$ cat src/rtl/fcs_pkg.sv
// Shared declarations for the fractional clock scaler.
// Assumes a single register bus decode of two registers.
package fcs_pkg;

    // Which register a bus address selects
    typedef enum logic [1:0] {
        SEL_NONE  = 2'd0,
        SEL_RATIO = 2'd1,
        SEL_CTRL  = 2'd2
    } reg_sel_e;

endpackage

$ cat src/rtl/fcs_regs.sv
// Register file of the scaler: the ratio register (pending copy) and the
// control register with its self-clearing kick bit.
// Assumes single-cycle write strobes. Read data is combinational.
// A pending kick blocks every write to the ratio register.
module fcs_regs
    import fcs_pkg::*;
#(
    parameter int DATA_W    = 32,
    parameter int ADDR_W    = 12,
    parameter int FRAC_W    = 5,
    parameter int FIELD_LSB = 8,
    parameter int KICK_BIT  = 31,
    parameter logic [ADDR_W-1:0] RATIO_ADDR = 12'h0E0,
    parameter logic [ADDR_W-1:0] CTRL_ADDR  = 12'h004
) (
    input  logic              clk,
    input  logic              rst_n,
    input  logic              wr_en,
    input  logic              rd_en,
    input  logic [ADDR_W-1:0] addr,
    input  logic [DATA_W-1:0] wdata,
    output logic [DATA_W-1:0] rdata,
    input  logic              apply,
    output logic [FRAC_W-1:0] pend_field,
    output logic              kick_pend
);

    localparam logic [DATA_W-1:0] KICK_MASK = DATA_W'(1) << KICK_BIT;

    reg_sel_e          sel;
    logic [DATA_W-1:0] ratio_q;
    logic [DATA_W-1:0] ctrl_q;
    logic              kick_next;
    logic [DATA_W-1:0] ctrl_rest_next;

    // Address decode for the two registers
    always_comb begin
        if (addr == RATIO_ADDR)     sel = SEL_RATIO;
        else if (addr == CTRL_ADDR) sel = SEL_CTRL;
        else                        sel = SEL_NONE;
    end

    assign kick_pend  = ctrl_q[KICK_BIT];
    assign pend_field = ratio_q[FIELD_LSB +: FRAC_W];

    // Ratio register: write accepted only while no kick is pending
    always_ff @(posedge clk) begin
        if (!rst_n)
            ratio_q <= '0;
        else if (wr_en && sel == SEL_RATIO && !kick_pend)
            ratio_q <= wdata;
    end

    // Next kick bit: hardware clear wins, software may only set it
    always_comb begin
        if (apply)
            kick_next = 1'b0;
        else
            kick_next = kick_pend | (wr_en && sel == SEL_CTRL && wdata[KICK_BIT]);
    end

    // Next value of the control bits other than the kick
    always_comb begin
        if (wr_en && sel == SEL_CTRL)
            ctrl_rest_next = wdata & ~KICK_MASK;
        else
            ctrl_rest_next = ctrl_q & ~KICK_MASK;
    end

    // Control register update
    always_ff @(posedge clk) begin
        if (!rst_n)
            ctrl_q <= '0;
        else
            ctrl_q <= ctrl_rest_next | (kick_next ? KICK_MASK : '0);
    end

    // Combinational read mux, zero when not reading or unmapped
    always_comb begin
        rdata = '0;
        if (rd_en) begin
            case (sel)
                SEL_RATIO: rdata = ratio_q;
                SEL_CTRL:  rdata = ctrl_q;
                default:   rdata = '0;
            endcase
        end
    end

endmodule

$ cat src/rtl/fcs_phase.sv
// Free-running frame phase counter of 2**FRAC_W cycles, reset to phase 0.
// Flags the last cycle of each frame.
module fcs_phase #(
    parameter int FRAC_W = 5
) (
    input  logic              clk,
    input  logic              rst_n,
    output logic [FRAC_W-1:0] phase,
    output logic              last_phase
);

    // Advance the phase every parent cycle
    always_ff @(posedge clk) begin
        if (!rst_n) phase <= '0;
        else        phase <= phase + 1'b1;
    end

    assign last_phase = &phase;

endmodule

$ cat src/rtl/fcs_update.sv
// Holds the live ratio code. It loads the pending code on the last frame
// cycle while a kick is pending and reports that apply to the register
// file, which clears the kick. Turns the code into the multiplier.
module fcs_update #(
    parameter int FRAC_W = 5
) (
    input  logic              clk,
    input  logic              rst_n,
    input  logic              kick_pend,
    input  logic              last_phase,
    input  logic [FRAC_W-1:0] pend_field,
    output logic              apply,
    output logic [FRAC_W-1:0] active_field,
    output logic [FRAC_W:0]   mult
);

    localparam logic [FRAC_W:0] FULL = (FRAC_W+1)'(1) << FRAC_W;

    assign apply = kick_pend & last_phase;

    // Live code register, changes only at a frame boundary
    always_ff @(posedge clk) begin
        if (!rst_n)     active_field <= '0;
        else if (apply) active_field <= pend_field;
    end

    assign mult = FULL - {1'b0, active_field};

endmodule

$ cat src/rtl/fcs_accum.sv
// Pulse-keeping enable generator. Each cycle it adds mult to a FRAC_W-bit
// phase accumulator and asserts the enable on every carry out. Assumes mult
// changes only where the accumulator is zero, which is the frame boundary.
module fcs_accum #(
    parameter int FRAC_W = 5
) (
    input  logic            clk,
    input  logic            rst_n,
    input  logic [FRAC_W:0] mult,
    output logic            en
);

    logic [FRAC_W-1:0] acc_q;
    logic [FRAC_W:0]   sum;

    assign sum = {1'b0, acc_q} + mult;
    assign en  = sum[FRAC_W];

    // Keep the residue modulo the frame length
    always_ff @(posedge clk) begin
        if (!rst_n) acc_q <= '0;
        else        acc_q <= sum[FRAC_W-1:0];
    end

endmodule

$ cat src/rtl/frac_clk_scaler.sv
// Top of the fractional clock scaler. It joins the register file, the frame
// phase counter, the frame-aligned update stage and the accumulator.
// Assumes one parent clock domain and a synchronous active-low reset.
module frac_clk_scaler #(
    parameter int DATA_W    = 32,
    parameter int ADDR_W    = 12,
    parameter int FRAC_W    = 5,
    parameter int FIELD_LSB = 8,
    parameter int KICK_BIT  = 31,
    parameter logic [ADDR_W-1:0] RATIO_ADDR = 12'h0E0,
    parameter logic [ADDR_W-1:0] CTRL_ADDR  = 12'h004
) (
    input  logic              clk,
    input  logic              rst_n,
    input  logic              reg_wr,
    input  logic              reg_rd,
    input  logic [ADDR_W-1:0] reg_addr,
    input  logic [DATA_W-1:0] reg_wdata,
    output logic [DATA_W-1:0] reg_rdata,
    output logic              clk_en
);

    logic [FRAC_W-1:0] phase;
    logic              last_phase;
    logic              apply;
    logic              kick_pend;
    logic [FRAC_W-1:0] pend_field;
    logic [FRAC_W-1:0] active_field;
    logic [FRAC_W:0]   mult;

    fcs_regs #(
        .DATA_W(DATA_W), .ADDR_W(ADDR_W), .FRAC_W(FRAC_W),
        .FIELD_LSB(FIELD_LSB), .KICK_BIT(KICK_BIT),
        .RATIO_ADDR(RATIO_ADDR), .CTRL_ADDR(CTRL_ADDR)
    ) u_regs (
        .clk(clk), .rst_n(rst_n),
        .wr_en(reg_wr), .rd_en(reg_rd), .addr(reg_addr),
        .wdata(reg_wdata), .rdata(reg_rdata),
        .apply(apply), .pend_field(pend_field), .kick_pend(kick_pend)
    );

    fcs_phase #(.FRAC_W(FRAC_W)) u_phase (
        .clk(clk), .rst_n(rst_n), .phase(phase), .last_phase(last_phase)
    );

    fcs_update #(.FRAC_W(FRAC_W)) u_update (
        .clk(clk), .rst_n(rst_n),
        .kick_pend(kick_pend), .last_phase(last_phase),
        .pend_field(pend_field), .apply(apply),
        .active_field(active_field), .mult(mult)
    );

    fcs_accum #(.FRAC_W(FRAC_W)) u_accum (
        .clk(clk), .rst_n(rst_n), .mult(mult), .en(clk_en)
    );

endmodule

$ cat config.mk
export PLATFORM = sky130hd
export DESIGN_NAME = frac_clk_scaler
export DESIGN_NICKNAME = d
export VERILOG_FILES = /design/src/rtl/fcs_pkg.sv /design/src/rtl/fcs_regs.sv /design/src/rtl/fcs_phase.sv /design/src/rtl/fcs_update.sv /design/src/rtl/fcs_accum.sv /design/src/rtl/frac_clk_scaler.sv
export SDC_FILE = /design/constraint.sdc
export NUM_CORES = 1
export LEC_CHECK = 0
export ABC_AREA = 0
export BUFFER_PORTS_ARGS = -buffer_cell sky130_fd_sc_hd__buf_2
export CORE_ASPECT_RATIO = 1.1
export CORE_MARGIN = 5
export CORE_UTILIZATION = 59
export DETAILED_ROUTE_END_ITERATION = 12
export GPL_TIMING_DRIVEN = 0
export PLACE_DENSITY = 0.85
export SYNTH_ARGS = -nofsm -noshare
export SYNTH_HDL_FRONTEND = slang
export SYNTH_HIERARCHICAL = 1
export SYNTH_SLANG_ARGS = --single-unit
$ cat constraint.sdc
create_clock -name clk -period 3.99 [get_ports clk]
set_clock_uncertainty 0.1 [all_clocks]
set_input_delay 0.5985 -clock clk [delete_from_list [all_inputs] [get_ports clk]]
set_output_delay 0.5985 -clock clk [all_outputs]
set_load 0.005 [all_outputs]
==> key figures <==
Worst setup path
  – Worst path depth: 7
  – Worst path max stage delay: between 0.4 and 0.5 ns
  – Crit-path cells: buf_2 -> and4b_1 -> clkbuf_1 -> clkbuf_1 -> nand4_1 -> a21boi_1 -> buf_2
  – Crit end category: output pin
  – Crit-path leading delay family: buffers and inverters
  – Worst path bufs/invs: 4
  – Setup Crit Path Kind: in2out
  – Crit-path max FO: 10
  – Crit start category: input port
  – WP data arrival: roughly 2.2 ns
  – Slowest-stage cell, CP: clkbuf_1
  – Worst Setup SP: reg_addr[2]
  – Worst reg2reg path endpoint: u_accum/acc_q[4]
  – Critical Path Sink: reg_rdata[17]
  – R2r startpoint: u_update/active_field[0]
  – Critical Path RT: 3.29 ns
  – Reg-to-reg setup timing slack: ~2 ns
  – Path depth of the worst reg2reg path: 6

Final layout
  – Layout fillers: 520
  – Fraction of layout cells with a size suffix above 1: 23.8%
  – Nets: 607
  – N_diodes: 0
  – Final Util: 72.1%
  – Synth-to-layout area growth: 17.5%

CTS
  – Worst-Skew Late Latency: ~0.36 ns
  – Sink Count: between 70 and 80
  – Worst-case clock buffer depth: 2
  – CTS Buf Count: 9
  – Hold_buf cts: 0
  – H-Tree Depth: 3
  – Postcts setup bufs: 0
  – CTS root buffer: clkbuf_8
  – CTS tree: built
  – CTS clk-pin slew, worst paths: 0.07 ns
  – Cts repair resizes: 0

Routing
  – Via-per-instance ratio: 5.99
  – Post-DR wirelength/cell: between 15 and 20 microns
  – Routed WL: 10,600 microns
  – Vias: 3,816
  – DRC: 0
  – Routed Antenna Nets: 0
  – DRT Pass-1 Iters: 4
  – Initial DRC count: 293

Yosys
  – Post-Syn Area: between 0.004 and 0.005 sq mm
  – Distinct cells, synth: 39
  – Sequential fraction of the synthesis area: 38.6%
  – FFs w/ async S/R, synth: 0%
  – Post-synth top cells: 100 x nand2_1, 79 x dfxtp_1, 65 x mux2i_1, 64 x nand4_1, 33 x a21boi_1
  – Post-Synthesis Cells: 459
  – Synth area leader: dfxtp_1
  – Syn Area/Cell: 8.92 sq um
  – Most used DFF post-synth: dfxtp_1
  – Synth top area share: approximately two fifths
  – Top-count cell post-synth: nand2_1
  – Ranking of synthesized cells by area: dfxtp_1 39%, mux2i_1 16%, nand4_1 9.8%
  – Syn. warnings: 6
  – Number of synthesized flops with an enable pin: 0
  – Synth Register Bits: just under 80
  – Syn_nets: 516

Power
  – Net switching power: approximately 370 uW
  – Pwr dens: approximately 320 mW/mm^2
  – Logic pwr share: about 6.7%
  – Clock Power Share: between 40% and 50%
  – Sw Ratio: 23.7%
  – Sequential Power Share: approximately half
  – Power Internal: 1180 uW
  – Overall Power: 1540 uW
  – Maximum vdd ir drop: ~0.17 mV
  – P_leak: approximately 0.0024 uW

Timing
  – Max_slew headroom: 64.1%
  – Endpoints failing setup: 0
  – TNS Setup: 0 ns
  – F_max: 345 MHz
  – Min cycle time layout: slightly below 3 ns
  – Slew Limit Fails: 0
  – Final hold viol count: 0
  – Slew @ Worst Pin: ~0.54 ns
  – RSZ-0062 raised after global routing: no
  – Final period util: around 73%

Global route
  – Vias in the first global route: approximately 3,700
  – Grt total ovfl: 0
  – Maximum number of pins on one net before global-route repair: 19
  – Global-route wire length before repair: between 15,000 and 20,000 microns
  – Gr usage total: 24.7%
  – Initial antenna violation count: 0

Run
  – Maxcap violations: 0

Status
  – Status: completed

Placed design
  – RD Place Congestion: around 0.8
  – Port bufs: 80
  – DP HPWL: approximately 7700 microns

Floorplan
  – Die Ht: slightly below 100 microns
  – Core area: approximately 0.0067 sq mm
  – Die area: between 0.008 and 0.009 sq mm
  – I/O pins: 81
  – Starting Density: 61.4%
  – # rows: 31
  – Overall die width: between 80 and 90 microns

Min path
  – HP Class: reg2reg
==> final cells by class <==
type / instances / area [sq um] / area share [%]
well taps: 82 / 103 / 2.13
plain buffers: 49 / 248 / 5.15
clock buffers: 10 / 128 / 2.65
inverters: 3 / 11.3 / 0.234
clock inverters: 6 / 85.1 / 1.77
repair buffers: 80 / 400 / 8.32
multi-input cells: 328 / 2250 / 46.9
flip-flops and latches: 79 / 1580 / 32.9
==> state kept, by name (all words and copies together) (netlist names) <==
register               cells
u_regs/ctrl_q             32
u_regs/ratio_q            32
u_accum/acc_q              5
u_phase/phase              5
u_update/active_field      5
==> layout by cell type (no fill, tap or decap), types with 3 or more instances in the layout <==
cell	n
buf_2	98
a21boi_1	33
nor2b_1	3
inv_1	3
nand2_1	100
o21a_1	5
dfxtp_1	79
clkbuf_1	21
ha_1	8
nor3b_1	4
and3_1	4
nand4_1	64
buf_4	9
xnor2_1	3
and2_1	7
a21boi_0	4
mux2i_1	65
clkbuf_8	9
==> through the flow <==
step,worst slack [ns],hold WS (ns),cell area (sq um),std cells
floorplan,1.70,0.321,4100,459
global placement,1.19,0.336,4600,621
detailed placement,1.14,0.352,4600,621
CTS,1.13,0.364,4810,637
global route,0.980,0.382,4810,637
finish,1.09,0.366,4810,637
==> layer usage <==
metal	global-route usage [%]	up-vias	share of wire [%]	wire length [microns]
met5	0	-	0	0
met4	10.5	0	2.4	250
met3	3.65	21	6.8	724
met2	39.8	145	50	5280
met1	32.3	1833	41	4390
li1	-	1817	-	-
==> worst min-delay path by stage <==
stage | startpoint | end | slack [ns] | cells after the start
after floorplan | u_phase/phase[0] | u_phase/phase[0] | 0.32 | 1
after global placement | u_phase/phase[0] | u_phase/phase[0] | 0.34 | 1
after detailed placement | u_regs/ctrl_q[22] | u_regs/ctrl_q[22] | 0.35 | 2
after CTS | u_regs/ctrl_q[22] | u_regs/ctrl_q[22] | 0.36 | 2
after global routing | u_regs/ctrl_q[7] | u_regs/ctrl_q[7] | 0.38 | 2
final | u_regs/ctrl_q[4] | u_regs/ctrl_q[4] | 0.37 | 2
==> power by group through the flow <==
stage               combinational [uW]  clock, uW  sequential (uW)
floorplan                         52.0          0              810
global placement                  99.2          0              810
detailed placement                 102          0              811
CTS                                102        656              792
global route                       113        682              793
finish                             103        648              792
==> worst reg2reg max path: stages (launching register included) <==
cell and delay, ns:
dfxtp_1 0.39, inv_1 0.06, ha_1 0.34, fa_1 0.47
a21o_1 0.19, a21oi_1 0.18, mux2i_1 0.20
==> cell families after synthesis <==
| logic type | Yosys count | share of synthesized area (%) |
|---|---|---|
| mux | 65 | 15.9 |
| simple gates | 197 | 25.8 |
| xor+xnor | 5 | 1.07 |
| flops | 79 | 38.6 |
| buf+inv | 52 | 6.32 |
| compound gates | 52 | 9.32 |
| fa+ha+maj | 9 | 2.93 |
(Power assumes the default switching activity.)
